<file path="src/rtl/supclk_pkg.sv">
package supclk_pkg;
  parameter int REG_W = 8;
  parameter int SYNC_STAGES = 2;

  localparam int BIT_SRC  = 7;
  localparam int BIT_VIE  = 6;
  localparam int BIT_VFLG = 5;
  localparam int BIT_LVF  = 4;
  localparam int BIT_RSV  = 3;
  localparam int BIT_CIE  = 2;
  localparam int BIT_CDET = 1;
  localparam int BIT_WDF  = 0;

  localparam logic [REG_W-1:0] CFG_MASK =
    REG_W'((1 << BIT_SRC) | (1 << BIT_VIE) | (1 << BIT_CIE));

  typedef struct packed {
    logic wrHit;
    logic setLv;
    logic setWd;
    logic setDet;
    logic clrDet;
    logic detOff;
    logic setPend;
    logic clrPend;
  } strobe_t;
endpackage

</file>
<file path="src/rtl/supclk_sync.sv">
module supclk_sync #(
  parameter int STAGES = 2
) (
  input  logic clk,
  input  logic rstN,
  input  logic asyncIn,
  output logic preOut,
  output logic syncOut
);
  logic [STAGES-1:0] chain;

  always_ff @(posedge clk or negedge rstN) begin
    if (!rstN) chain[0] <= 1'b0;
    else       chain[0] <= asyncIn;
  end

  for (genvar i = 1; i < STAGES; i++) begin : g_stage
    always_ff @(posedge clk or negedge rstN) begin
      if (!rstN) chain[i] <= 1'b0;
      else       chain[i] <= chain[i-1];
    end
  end

  assign preOut  = chain[STAGES-2];
  assign syncOut = chain[STAGES-1];
endmodule

</file>
<file path="src/rtl/supclk_ctrl.sv">
module supclk_ctrl
  import supclk_pkg::*;
(
  input  logic    selHit,
  input  logic    rdStb,
  input  logic    wrStb,
  input  logic    lvRstEvt,
  input  logic    wdRstEvt,
  input  logic    clkFault,
  input  logic    clkRecovered,
  input  logic    irqAck,
  input  logic    optLvEnable,
  input  logic    optClkSecEnable,
  input  logic    vSyncPre,
  input  logic    vSyncNow,
  input  logic    vieBit,
  output strobe_t stb
);
  logic vChange;

  assign vChange = vSyncPre ^ vSyncNow;

  always_comb begin
    stb         = '0;
    stb.wrHit   = selHit & wrStb;
    stb.setLv   = optLvEnable & lvRstEvt;
    stb.setWd   = wdRstEvt;
    stb.detOff  = ~optClkSecEnable;
    stb.setDet  = optClkSecEnable & clkFault;
    stb.clrDet  = selHit & rdStb & clkRecovered;
    stb.setPend = optLvEnable & vieBit & vChange;
    stb.clrPend = irqAck;
  end
endmodule

</file>
<file path="src/rtl/supclk_dp.sv">
module supclk_dp
  import supclk_pkg::*;
(
  input  logic             clk,
  input  logic             rstN,
  input  strobe_t          stb,
  input  logic [REG_W-1:0] wrData,
  input  logic             vSyncNow,
  input  logic             optLvEnable,
  input  logic             optClkSecEnable,
  output logic [REG_W-1:0] rdData,
  output logic             vieBit,
  output logic             srcSel,
  output logic             voltIrq,
  output logic             clkIrq
);
  logic [REG_W-1:0] cfgReg;
  logic lvFlag, wdFlag, detFlag, pendReg;
  logic [REG_W-1:0] statusView;

  always_ff @(posedge clk or negedge rstN) begin
    if (!rstN)          cfgReg <= '0;
    else if (stb.wrHit) cfgReg <= wrData & CFG_MASK;
  end

  always_ff @(posedge clk or negedge rstN) begin
    if (!rstN)                               lvFlag <= 1'b0;
    else if (stb.setLv)                      lvFlag <= 1'b1;
    else if (stb.wrHit && !wrData[BIT_LVF])  lvFlag <= 1'b0;
  end

  always_ff @(posedge clk or negedge rstN) begin
    if (!rstN)                               wdFlag <= 1'b0;
    else if (stb.setWd)                      wdFlag <= 1'b1;
    else if (stb.wrHit && !wrData[BIT_WDF])  wdFlag <= 1'b0;
  end

  always_ff @(posedge clk or negedge rstN) begin
    if (!rstN)           detFlag <= 1'b0;
    else if (stb.detOff) detFlag <= 1'b0;
    else if (stb.setDet) detFlag <= 1'b1;
    else if (stb.clrDet) detFlag <= 1'b0;
  end

  always_ff @(posedge clk or negedge rstN) begin
    if (!rstN)            pendReg <= 1'b0;
    else if (stb.setPend) pendReg <= 1'b1;
    else if (stb.clrPend) pendReg <= 1'b0;
  end

  always_comb begin
    statusView           = '0;
    statusView[BIT_VFLG] = optLvEnable & vSyncNow;
    statusView[BIT_LVF]  = optLvEnable & lvFlag;
    statusView[BIT_CDET] = optClkSecEnable & detFlag;
    statusView[BIT_WDF]  = wdFlag;
  end

  assign rdData  = cfgReg | statusView;
  assign vieBit  = cfgReg[BIT_VIE];
  assign srcSel  = cfgReg[BIT_SRC];
  assign voltIrq = pendReg;
  assign clkIrq  = optClkSecEnable & detFlag & cfgReg[BIT_CIE];
endmodule

</file>
<file path="src/rtl/supclk_status.sv">
module supclk_status
  import supclk_pkg::*;
(
  input  logic             clk,
  input  logic             rstN,
  input  logic             selHit,
  input  logic             rdStb,
  input  logic             wrStb,
  input  logic [REG_W-1:0] wrData,
  output logic [REG_W-1:0] rdData,
  input  logic             vcmpIn,
  input  logic             lvRstEvt,
  input  logic             wdRstEvt,
  input  logic             clkFault,
  input  logic             clkRecovered,
  input  logic             irqAck,
  input  logic             optLvEnable,
  input  logic             optClkSecEnable,
  output logic             voltIrq,
  output logic             clkIrq,
  output logic             srcSel
);
  strobe_t stb;
  logic vSyncPre, vSyncNow, vieBit;

  supclk_sync #(.STAGES(SYNC_STAGES)) u_sync (
    .clk(clk), .rstN(rstN), .asyncIn(vcmpIn),
    .preOut(vSyncPre), .syncOut(vSyncNow)
  );

  supclk_ctrl u_ctrl (
    .selHit(selHit), .rdStb(rdStb), .wrStb(wrStb),
    .lvRstEvt(lvRstEvt), .wdRstEvt(wdRstEvt),
    .clkFault(clkFault), .clkRecovered(clkRecovered), .irqAck(irqAck),
    .optLvEnable(optLvEnable), .optClkSecEnable(optClkSecEnable),
    .vSyncPre(vSyncPre), .vSyncNow(vSyncNow), .vieBit(vieBit),
    .stb(stb)
  );

  supclk_dp u_dp (
    .clk(clk), .rstN(rstN), .stb(stb), .wrData(wrData),
    .vSyncNow(vSyncNow), .optLvEnable(optLvEnable),
    .optClkSecEnable(optClkSecEnable),
    .rdData(rdData), .vieBit(vieBit), .srcSel(srcSel),
    .voltIrq(voltIrq), .clkIrq(clkIrq)
  );
endmodule

</file>
<file path="config.mk">
export PLATFORM = sky130hd
export DESIGN_NAME = supclk_status
export DESIGN_NICKNAME = d
export VERILOG_FILES = /design/src/rtl/supclk_pkg.sv /design/src/rtl/supclk_sync.sv /design/src/rtl/supclk_ctrl.sv /design/src/rtl/supclk_dp.sv /design/src/rtl/supclk_status.sv
export SDC_FILE = /design/constraint.sdc
export NUM_CORES = 1
export LEC_CHECK = 0
export BUFFER_PORTS_ARGS = -buffer_cell sky130_fd_sc_hd__buf_4
export CORE_AREA = 2 2 39 41
export DETAILED_ROUTE_END_ITERATION = 10
export DIE_AREA = 0 0 41 43
export PLACE_DENSITY = 0.74
export SYNTH_ARGS = -nofsm -noshare
export SYNTH_HDL_FRONTEND = slang
export SYNTH_SLANG_ARGS = --single-unit
</file>
<file path="constraint.sdc">
create_clock -name clk -period 1.8 [get_ports clk]
set_input_delay 0.18 -clock clk [delete_from_list [all_inputs] [get_ports clk]]
set_output_delay 0.18 -clock clk [all_outputs]
set_load 0.005 [all_outputs]
</file>
# == Yosys cells after proc, flatten, opt, wreduce, memory -nomap -nowiden ==
# Cells that the tools add are included.
# word_totals
wordCells,37
in_bits,21
output_inout_bits,11
ff_bits,9
# op_classes
n_eq_ne,1
reduce_logical,7
n_mux,9
bitwise,13
# op_table
op,count
AND 1 bit,11
2-to-1 mux 1 bit,9
bitwise OR 8 x 6 -> 8 bit,1
nonzero test 2 bit,3
inequality test 3 x 1 -> 1 bit (second input constant),1
logical AND 1 bit,2
zero test 1 bit,2
XOR 1 bit,1

# == Depth between registers and ports, before layout ==
# Gate-level depths: netlist of run 1.
# depth
ltp_word,5
ltp_mapped,2
ltp_nobuf,2

# == Cells and area by module ==
# From an unflattened synthesis of run 1, not the netlist that was laid out.
# hier_totals
cells_unflattened,39
area_unflattened_um2,430.4
# by_module_without_submodules
mod,instances,seq_area_each_um2,cells_each,area_per_inst_um2
supclk_dp,1,175.2,28,321.6
supclk_ctrl,1,0.0,9,58.8
supclk_sync,1,50.0,2,50.0

# == Worst setup path after synthesis of run 1 ==
# Ideal clock, no wire load.
# synth_timing
kind,register -> register
from,register u_dp.cfgReg[7] (netlist name)
to,register u_dp.cfgReg[7]
t_arrival_ns,0.629
n_path_buf,0
required_time_ns,1.675
slack_ns,1.046
stages_incl_launch_ff,2
synth_period_minus_slack_ns,0.754
setup_time_ns,0.125
cell_sequence,dfrtp_1 mux2_4
# synth_rtl
item,line,text
end signal: assignment,supclk_dp.sv:23,else if (stb.wrHit) cfgReg <= wrData & CFG_MASK;
end: declaration,supclk_dp.sv:17,logic [REG_W-1:0] cfgReg;

# == Final worst setup path of run 1 ==
# layout_timing
from,register u_dp.cfgReg[2]
to,output port clkIrq
# layout_between
elab_chain_len,1
# layout_lines
item,line,text
AND 1 bit,supclk_dp.sv:63,assign clkIrq = optClkSecEnable & detFlag & cfgReg[BIT_CIE];
end: declaration,supclk_status.sv:20,"output logic clkIrq,"
# Every way passes these cells.

==> flow_summary.toml, run 1 <==
[critical_path]
critPathKind = "flop to output port"
crit_path_cell_trace = "and3_1, buf_4"
critical_path.slowest_cell = "dfrtp_1"
timing.critical_path.fanout_max = 3
critPathMaxStageDelay_ns = 0.39
required_ns = 1.62
critPathCaptureType = "output port"
worst_setup_path_start_kind = "flop"
worst-endpoint-arrival_ns = 0.96

[floorplan]
effective_utilization_at_floorplan = 0.294
die_w_um = 41
top_level_ports = 32
row_count = 14
die_h_um = 43
fp.coreArea_mm2 = 0.00138
die_area_mm2 = 0.00176

[final_layout]
most_common_cell_after_layout_fill_and_taps_aside = "buf_4"
n_fill_cell = 141
layout_common_cells = "buf_4 (27), dfrtp_1 (9), and2_1 (3), mux2_4 (3), clkbuf_4 (3)"
n_antenna_cell = 0
final_net_count = 83
post-route-cell-area_um2 = 636
layout_overhead_on_the_synthesized_area_pct = 56.3
layout_cells_sized_above_1 = 0.557

[cts]
cts-htree-levels = 1
cts_tree = "built"
clock_latency_ns = 0.26
clockBufferDepth = 2
clock_sinks = 9
ctsResizeCount = 0
cts_buffers = 3
path_clk_slew_ns = 0.06
clockRootBuffer = "clkbuf_4"
setup_bufs_post_cts = 0

[drt]
postRouteWirelength_um = 841
drt_antenna_net_count = 0
num_vias = 329
drc_errors = 0
detail_route.iter0.violations = 5
detail_route.first_pass.iterations = 4
via_per_inst = 4.27
avgRoutedWirePerCell_um = 10.9

[timing]
grt_setup_unrepaired = "false"
fin_tns_setup_ns = 0
setup-violations-final = 0
period_needed_ns = 1.14
max_freq_ghz = 0.877
hold_viol = 0
slew_violations = 0
finalCritPeriodShare = 0.634
worst_slack_ns = 0.660
skew_ns = 0.000360
worst_hold_slack_ns = 0.0294

[global_route]
first_global_vias = 341
grt_util_all_layers = 0.110
grt-ovfl-total = 0
grt_pass1_wl_um = 1270
grt_max_degree = 10
antenna_found_initial = 0

[placed_design]
worst_setup_slack_post_dpl_ns = 0.933
buffer_ports.inserted = 27
post-dp-hpwl_um = 689
routabilityCongestion = 0.591
placed_cell_area_um2 = 599

[worst_hold_path]
hp-class = "primary input to flop"

[power_and_ir_drop]
power.leakage_nw = 0.328
power_per_cell_area_mw_per_mm2 = 791
worst_ir_drop_vdd_v = 0.000350

[synthesis]
synth_cells = 33
ys_seq_elements = 9
post_synthesis_average_cell_area_um2 = 12.3
mappedNetlistNets = 54
post_synth_instance_area_um2 = 407
synthesis.yosys.warnings = 0
synth-seq-area-share = 0.554
yosysUniqueCellTypes = 16

[status]
run_status = "finished clean"

[flow_run]
cap_violations = 0
==> layout make-up <==
type	count	area, um2	share of cell area
flip-flops and latches	9	225	0.354
repair buffers	28	213	0.335
multi-input cells	18	144	0.226
clock buffers	4	26.3	0.0413
well taps	16	20.0	0.0315
inverters	2	7.51	0.0118
==> timing repair <==
action | CTS | global route
setup endpoints to repair | 0 | 0
endpoints found under the hold margin | 9 | 0
hold buffers | 1 | 0
==> per-layer routing <==
metal  track usage  routed length (um)
met1         0.137                 340
met2         0.163                 425
met4        0.0600                   0
met3        0.0314                  75
met5             0                   0
==> path summary, 6_finish.rpt <==
| kind | startpoint | to | slack, ns | cells after the start |
|---|---|---|---|---|
| setup / recovery | u_dp.cfgReg[2] | clkIrq | 0.66 | 2 |
| hold / removal | vcmpIn | u_sync.preOut | 0.03 | 1 |
| setup reg to reg | u_dp.cfgReg[6] | u_dp.cfgReg[6] | 1.04 | 1 |
| hold reg to reg | u_sync.preOut | u_sync.syncOut | 0.41 | 0 |
| max in group asynchronous | rstN | u_dp.cfgReg[7] | 1.38 | 2 |
| min in group asynchronous | rstN | u_dp.voltIrq | 0.28 | 2 |
==> synth_stat cells (all sizes together) <==
cell type,instances,area [um2]
xnor2,1,8.76
o21ai,1,5.00
and3,1,6.26
a41oi,1,8.76
buf,4,30.0
nand2,2,10.0
conb,1,3.75
a22o,1,8.76
nand3b,2,15.0
a21o,1,7.51
mux2,3,45.0
inv,2,7.51
and2,3,18.8
o22ai,1,6.26
dfrtp,9,225
==> cells by family (layout without fill, tap and decap cells) <==
group                  after synthesis  count (layout)  share of synthesized area
XOR/XNOR                             1               1                     0.0215
flip-flops                           9               9                      0.554
AND/OR/NAND/NOR                      8               8                      0.123
AO/OA/AOI/OAI                        5               5                     0.0892
buffers and inverters                6              34                     0.0923
other                                1               1                    0.00922
multiplexers                         3               3                      0.111
==> critical path: cells and delay by family, from the launching register on <==
family	cells	cell delay, ns
buf+inv	1	0.13
flops	1	0.39
simple gates	1	0.19
==> per-stage QoR <==
stage	total power, mW	cells	util
floorplan	0.287	33	-
global placement	0.347	72	0.433
detailed placement	0.350	72	0.433
CTS	0.510	77	0.459
global route	0.527	77	0.459
finish	0.503	77	0.459
==> power by group <==
part	internal, mW	leakage (nW)	switching (mW)
Combinational	0.0768	0.209	0.0327
Sequential	0.223	0.104	0.0133
Clock	0.0855	0.0150	0.0716
Total	0.385	0.328	0.118
==> sequential cells by signal, indices dropped and copies added (netlist names) <==
register        count
u_sync.preOut       1
u_dp.lvFlag         1
u_dp.cfgReg         3
u_dp.wdFlag         1
u_sync.syncOut      1
u_dp.detFlag        1
u_dp.voltIrq        1
No activity file was read; power rests on OpenSTA's default activity.
==> run 2: changes to the inputs <==
--- a/config.mk
+++ b/config.mk
@@ -9,7 +9,7 @@
 export CORE_AREA = 2 2 39 41
 export DETAILED_ROUTE_END_ITERATION = 10
 export DIE_AREA = 0 0 41 43
-export PLACE_DENSITY = 0.74
+export PLACE_DENSITY = 0.76
 export SYNTH_ARGS = -nofsm -noshare
 export SYNTH_HDL_FRONTEND = slang
 export SYNTH_SLANG_ARGS = --single-unit
==> constraint.sdc (replaced) <==
create_clock -name clk -period 1 [get_ports clk]
set_input_delay 0.1 -clock clk [delete_from_list [all_inputs] [get_ports clk]]
set_output_delay 0.1 -clock clk [all_outputs]
set_load 0.005 [all_outputs]
==> run 2 against run 1 <==
Net effect:
- the flow now finishes with violations (setup timing)
- combinational power up 95%
- register-to-register slack got worse by 0.90 ns
- routed wire length decreased by 3.6%
- power increased by 80%
- utilization up 1.8 points
- cell count increased by 3.9%
- worst setup slack worse by 0.67 ns
- count of clock-buffer cells in the layout did not move
- design area grew 3.9%
- critical endpoint unchanged
- largest cell class is now non-clock buffers
- largest power group unchanged
==> flow_summary.toml, run 2 (synthesis results as in run 1) <==
[status]
run_status = "finished, violations left"
violated_checks = "setup timing"

[drt]
detail_route.first_pass.iterations = 1
drt_antenna_net_count = 0
detail_route.iter0.violations = 0
via_per_inst = 4.30
avgRoutedWirePerCell_um = 10.1
drc_errors = 0
num_vias = 344
postRouteWirelength_um = 811

[global_route]
first_global_vias = 342
grt_max_degree = 10
global_route.usage.met2 = 0.153
grt_util_all_layers = 0.119
grt_util_met3 = 0.0628
global_route.peak_usage_layer = "met2"
grt-ovfl-total = 0
antenna_found_initial = 0
globalRouteMet1Util = 0.147
grt_pass1_wl_um = 1330

[placed_design]
buffer_ports.inserted = 27
worst_setup_slack_post_dpl_ns = 0.218
placed_cell_area_um2 = 599
post-place-cells = 72
routabilityCongestion = 0.574

[floorplan]
effective_utilization_at_floorplan = 0.294
fp.coreArea_mm2 = 0.00138
die_w_um = 41
top_level_ports = 32
die_h_um = 43
row_count = 14
die_area_mm2 = 0.00176

[power_and_ir_drop]
switchingPower_mw = 0.202
cell_internal_pwr_mw = 0.705
power.leakage_nw = 0.342
switch_share = 0.223
seq_power_share = 0.467
power_per_cell_area_mw_per_mm2 = 1370
clock_power_share = 0.297
power_frac_comb = 0.236
worst_ir_drop_vdd_v = 0.000706
overall_power_mw = 0.907

[timing]
grt_setup_unrepaired = "true"
setup-violations-final = 1
finalCritPeriodShare = 1.01
max_freq_ghz = 0.986
fin_tns_setup_ns = -0.0142
hold_viol = 0
worst_slack_ns = -0.0142
skew_ns = 0.00240
worst_hold_slack_ns = 0.0215
slew_violations = 0
period_needed_ns = 1.01

[final_layout]
layout_common_cells = "buf_4 (29), dfrtp_1 (9), and2_1 (3), mux2_4 (3), clkbuf_4 (3)"
layout_cells_sized_above_1 = 0.563
registers.top_by_ff_count = "u_dp.cfgReg"
largest_register_ffs = 3
final_net_count = 86
most_common_cell_after_layout_fill_and_taps_aside = "buf_4"
post-route-cell-area_um2 = 661
layout_overhead_on_the_synthesized_area_pct = 62.5
final_cell_count_no_fill = 80
n_antenna_cell = 0
postLayoutCoreUtil = 0.477

[cts]
ctsResizeCount = 0
clockBufferDepth = 2
clock_latency_ns = 0.25
clockRootBuffer = "clkbuf_4"
cts_buffers = 3
path_clk_slew_ns = 0.06
clock_sinks = 9
cts-htree-levels = 1
cts_tree = "built"

[critical_path]
reg2reg_depth = 2
worst_setup_path_start_kind = "flop"
timing.critical_path.fanout_max = 2
critPathCaptureType = "output port"
critPathKind = "flop to output port"
worst-endpoint-arrival_ns = 0.91
required_ns = 0.90

[worst_hold_path]
hp-class = "primary input to flop"
whs_path_depth = 2

[flow_run]
cap_violations = 0
run 2: cell types whose count changed in the layout (fill, tap and decap cells not counted):
cell / delta
buf_4: +2
dlygate4sd3_1: +1
run 2: layout make-up:
| cell class | instances | area [um2] |
|---|---|---|
| Clock buffer | 4 | 26.3 |
| Fill cell | 136 | 723 |
| Inverter | 2 | 7.51 |
| Multi-Input combinational cell | 18 | 144 |
| Sequential cell | 9 | 225 |
| Tap cell | 16 | 20.0 |
| Timing Repair Buffer | 31 | 238 |
run 2: worst paths after layout:
check / startpoint / end / slack (ns)
min: wdRstEvt / u_dp.wdFlag / 0.02
min reg2reg: u_sync.preOut / u_sync.syncOut / 0.39
min in group asynchronous: rstN / u_sync.syncOut / 0.20
max: u_dp.cfgReg[2] / clkIrq / -0.01
max in group asynchronous: rstN / u_dp.detFlag / 0.66
max reg2reg: u_dp.cfgReg[2] / u_dp.cfgReg[2] / 0.14
run 2: critical path: stages, from the launching register on:
cell     delay, ns
dfrtp_1       0.37
and3_1        0.17
buf_4         0.13
run 2: metal layers:
| metal | share of wire | routed length (um) |
|---|---|---|
| met5 | 0 | 0 |
| met4 | 0.012 | 10 |
| met3 | 0.091 | 74 |
| met2 | 0.47 | 382 |
| met1 | 0.42 | 344 |
run 2: power groups by stage:
stage	registers [mW]	clock network [mW]	logic, mW
final	0.423	0.269	0.215
after global routing	0.428	0.308	0.236
after CTS	0.424	0.287	0.219
after detailed placement	0.433	0	0.198
after global placement	0.432	0	0.194
after floorplan	0.430	0	0.0877
run 2: what timing repair did:
action                                  in CTS  in global routing
pin swaps                                    3                  0
endpoints found under the hold margin       10                  0
endpoints found under the setup margin       4                  5
hold buffers                                 2                  0
setup buffers                                2                  0
==> run 3: changes to the inputs <==
--- a/config.mk
+++ b/config.mk
@@ -5,11 +5,12 @@
 export SDC_FILE = /design/constraint.sdc
 export NUM_CORES = 1
 export LEC_CHECK = 0
+export ABC_AREA = 1
 export BUFFER_PORTS_ARGS = -buffer_cell sky130_fd_sc_hd__buf_4
 export CORE_AREA = 2 2 39 41
 export DETAILED_ROUTE_END_ITERATION = 10
 export DIE_AREA = 0 0 41 43
-export PLACE_DENSITY = 0.76
+export PLACE_DENSITY = 0.74
 export SYNTH_ARGS = -nofsm -noshare
 export SYNTH_HDL_FRONTEND = slang
 export SYNTH_SLANG_ARGS = --single-unit
==> constraint.sdc (replaced) <==
create_clock -name clk -period 0.95 [get_ports clk]
set_input_delay 0.095 -clock clk [delete_from_list [all_inputs] [get_ports clk]]
set_output_delay 0.095 -clock clk [all_outputs]
set_load 0.005 [all_outputs]
==> run 3 against run 2 <==
Net effect:
- the run still ends with setup timing left
- via count rose by 16%
- power rose by 4.2%
- non-clock buffer count did not move
- first-iteration DRC count rose by 2
- global-route usage rose by 0.11 points
- flip-flop and latch count did not move
- critical endpoint unchanged
==> flow_summary.toml, run 3 <==
[synthesis]
netlist_top_cells_area = "dfrtp_1 (55%), nand2_1 (17%), inv_1 (8.3%), buf_4 (7.3%), nand3_1 (4.9%)"
synth_area_in_compound_gates = 0.0367
most_frequently_used_flop_master_after_synthesis = "dfrtp_1"
synthSimpleGateAreaFrac = 0.248
leading_post_synthesis_cells_by_instance_count = "nand2_1 (18), dfrtp_1 (9), inv_1 (9)"
synth_edf_count = 0
synth.area.mux_share = 0
synthesis.yosys.warnings = 0
dominant_combinational_cell_family_by_area_after_synthesis = "simple AND/OR/NAND/NOR gates"
mappedNetlistNets = 72
synth_cells = 51
post_synth_instance_area_um2 = 409
synth_xor_xnor_area_share = 0
synth_largest_area_cell = "dfrtp_1"
yosysTopAreaCellShare = 0.550
synth-seq-area-share = 0.550
yosysUniqueCellTypes = 10
asyncSetResetFlopFracSynth = 1.00
ys_seq_elements = 9
synth.most_common_cell = "nand2_1"
post_synthesis_share_of_cell_area_spent_on_full_adders_half_adders_and_majority_gates = 0
post_synthesis_average_cell_area_um2 = 8.02

[timing]
period_needed_ns = 0.963
grt_setup_unrepaired = "true"
finalCritPeriodShare = 1.01
worst_slack_ns = -0.0125
slew_violations = 0
hold_viol = 0
fin_tns_setup_ns = -0.0125
setup-violations-final = 1
skew_ns = 0.000152
max_freq_ghz = 1.04
worst_hold_slack_ns = 0.0224

[worst_hold_path]
hold-path-endpoint = "u_dp.wdFlag"
hp-start = "wdRstEvt"
whs_path_depth = 3
hp-class = "primary input to flop"

[global_route]
grt-ovfl-total = 0
grt_pass1_wl_um = 1360
grt_max_degree = 10
grt_util_all_layers = 0.120
first_global_vias = 367
antenna_found_initial = 0

[critical_path]
ff2ff_setup_slack_ns = 0.12
critPathKind = "flop to output port"
timing.critical_path.fanout_max = 2
r2r_start = "u_dp.detFlag"
cp.buffers_inverters = 1
reg2reg_depth = 5
critPathTopFamily = "flip-flops"
critical_path.slowest_cell = "dfrtp_1"
critPathCaptureType = "output port"
worst_setup_path_start_kind = "flop"
reg2reg_to = "u_dp.detFlag"
crit_path_cell_trace = "nand2_2, nor2_2, buf_4"
worst-endpoint-arrival_ns = 0.87
critPathMaxStageDelay_ns = 0.37
required_ns = 0.85

[final_layout]
registers.top_by_ff_count = "u_dp.cfgReg"
most_common_cell_after_layout_fill_and_taps_aside = "buf_4"
layout.area.seq_um2 = 225
layout_overhead_on_the_synthesized_area_pct = 66.7
layout_cells_sized_above_1 = 0.463
n_fill_cell = 145
layout_common_cells = "buf_4 (26), nand2_1 (16), dfrtp_1 (9), inv_1 (7), nand3_1 (4)"
largest_register_ffs = 3
multi_input_logic_area_um2 = 128
final_net_count = 104
n_antenna_cell = 0

[power_and_ir_drop]
power_per_cell_area_mw_per_mm2 = 1390
power.leakage_nw = 0.396
worst_ir_drop_vdd_v = 0.000567

[drt]
via_per_inst = 4.06
num_vias = 398
avgRoutedWirePerCell_um = 8.58
drt_antenna_net_count = 0
postRouteWirelength_um = 841
drc_errors = 0
detail_route.iter0.violations = 2
detail_route.first_pass.iterations = 3

[placed_design]
buffer_ports.inserted = 27
post-dp-hpwl_um = 641
worst_setup_slack_post_dpl_ns = 0.235
routabilityCongestion = 0.606

[cts]
clockRootBuffer = "clkbuf_4"
cts-htree-levels = 1
cts_tree = "built"
clock_latency_ns = 0.26
cts_buffers = 3
path_clk_slew_ns = 0.06
clockBufferDepth = 2
clock_sinks = 9

[floorplan]
die_h_um = 43
die_w_um = 41
top_level_ports = 32
effective_utilization_at_floorplan = 0.296
fp.coreArea_mm2 = 0.00138
die_area_mm2 = 0.00176
row_count = 14

[status]
run_status = "finished, violations left"
violated_checks = "setup timing"

[flow_run]
cap_violations = 0
run 3: worst max path at each step:
| stage | startpoint | endpoint | slack, ns | cells after the start |
|---|---|---|---|---|
| after floorplan | u_sync.preOut | u_dp.voltIrq | 0.28 | 4 |
| after CTS | u_dp.detFlag | clkIrq | -0.03 | 3 |
| after detailed placement | u_sync.syncOut | u_dp.voltIrq | 0.23 | 4 |
| after global routing | u_dp.detFlag | clkIrq | -0.07 | 3 |
| after global placement | u_sync.preOut | u_dp.voltIrq | 0.26 | 4 |
| final | u_dp.detFlag | clkIrq | -0.01 | 3 |
run 3: cell families after synthesis:
| kind of cell | Yosys count |
|---|---|
| AND/OR/NAND/NOR | 25 |
| AO/OA/AOI/OAI | 3 |
| flip-flops | 9 |
| other | 1 |
| buffers and inverters | 13 |
run 3: per-stage QoR:
stage	total power, mW	util	instance area, um2	instances
floorplan	0.521	-	409	51
detailed placement	0.637	0.435	602	90
CTS	0.964	0.495	684	99
global route	1.01	0.493	682	98
global placement	0.632	0.435	602	90
finish	0.945	0.493	682	98
run 3: layer usage:
metal / vias to the layer above / part of all wire / track usage
met5: - / 0 / 0
li1: 208 / - / -
met1: 169 / 0.38 / 0.117
met4: 0 / 0.023 / 0.100
met2: 19 / 0.53 / 0.194
met3: 2 / 0.067 / 0.0314
run 3: area by class of cell:
| class | instances | area share |
|---|---|---|
| clock buffer | 4 | 0.0385 |
| timing repair buffer | 31 | 0.365 |
| sequential | 9 | 0.330 |
| inverter | 9 | 0.0495 |
| multi-input combinational | 29 | 0.187 |
| tap | 16 | 0.0294 |
run 3: timing repair:
item                       in CTS  in global routing
setup endpoints to repair       4                  5
pin swaps                       3                  3
setup buffers                   3                  0
gates resized for setup         5                  3
hold buffers                    2                  0
hold endpoints to repair       10                  0
run 3: power breakdown:
part	total [mW]	leakage [nW]	switching [mW]	internal, mW
logic	0.213	0.277	0.0805	0.132
registers	0.441	0.104	0.0218	0.419
clock network	0.291	0.0150	0.130	0.162
run 3: worst register-to-register path: cells and delay by family, from the launching register on:
kind,cells,cell delay [ns]
buf+inv,2,0.16
simple gates,3,0.18
flops,1,0.37
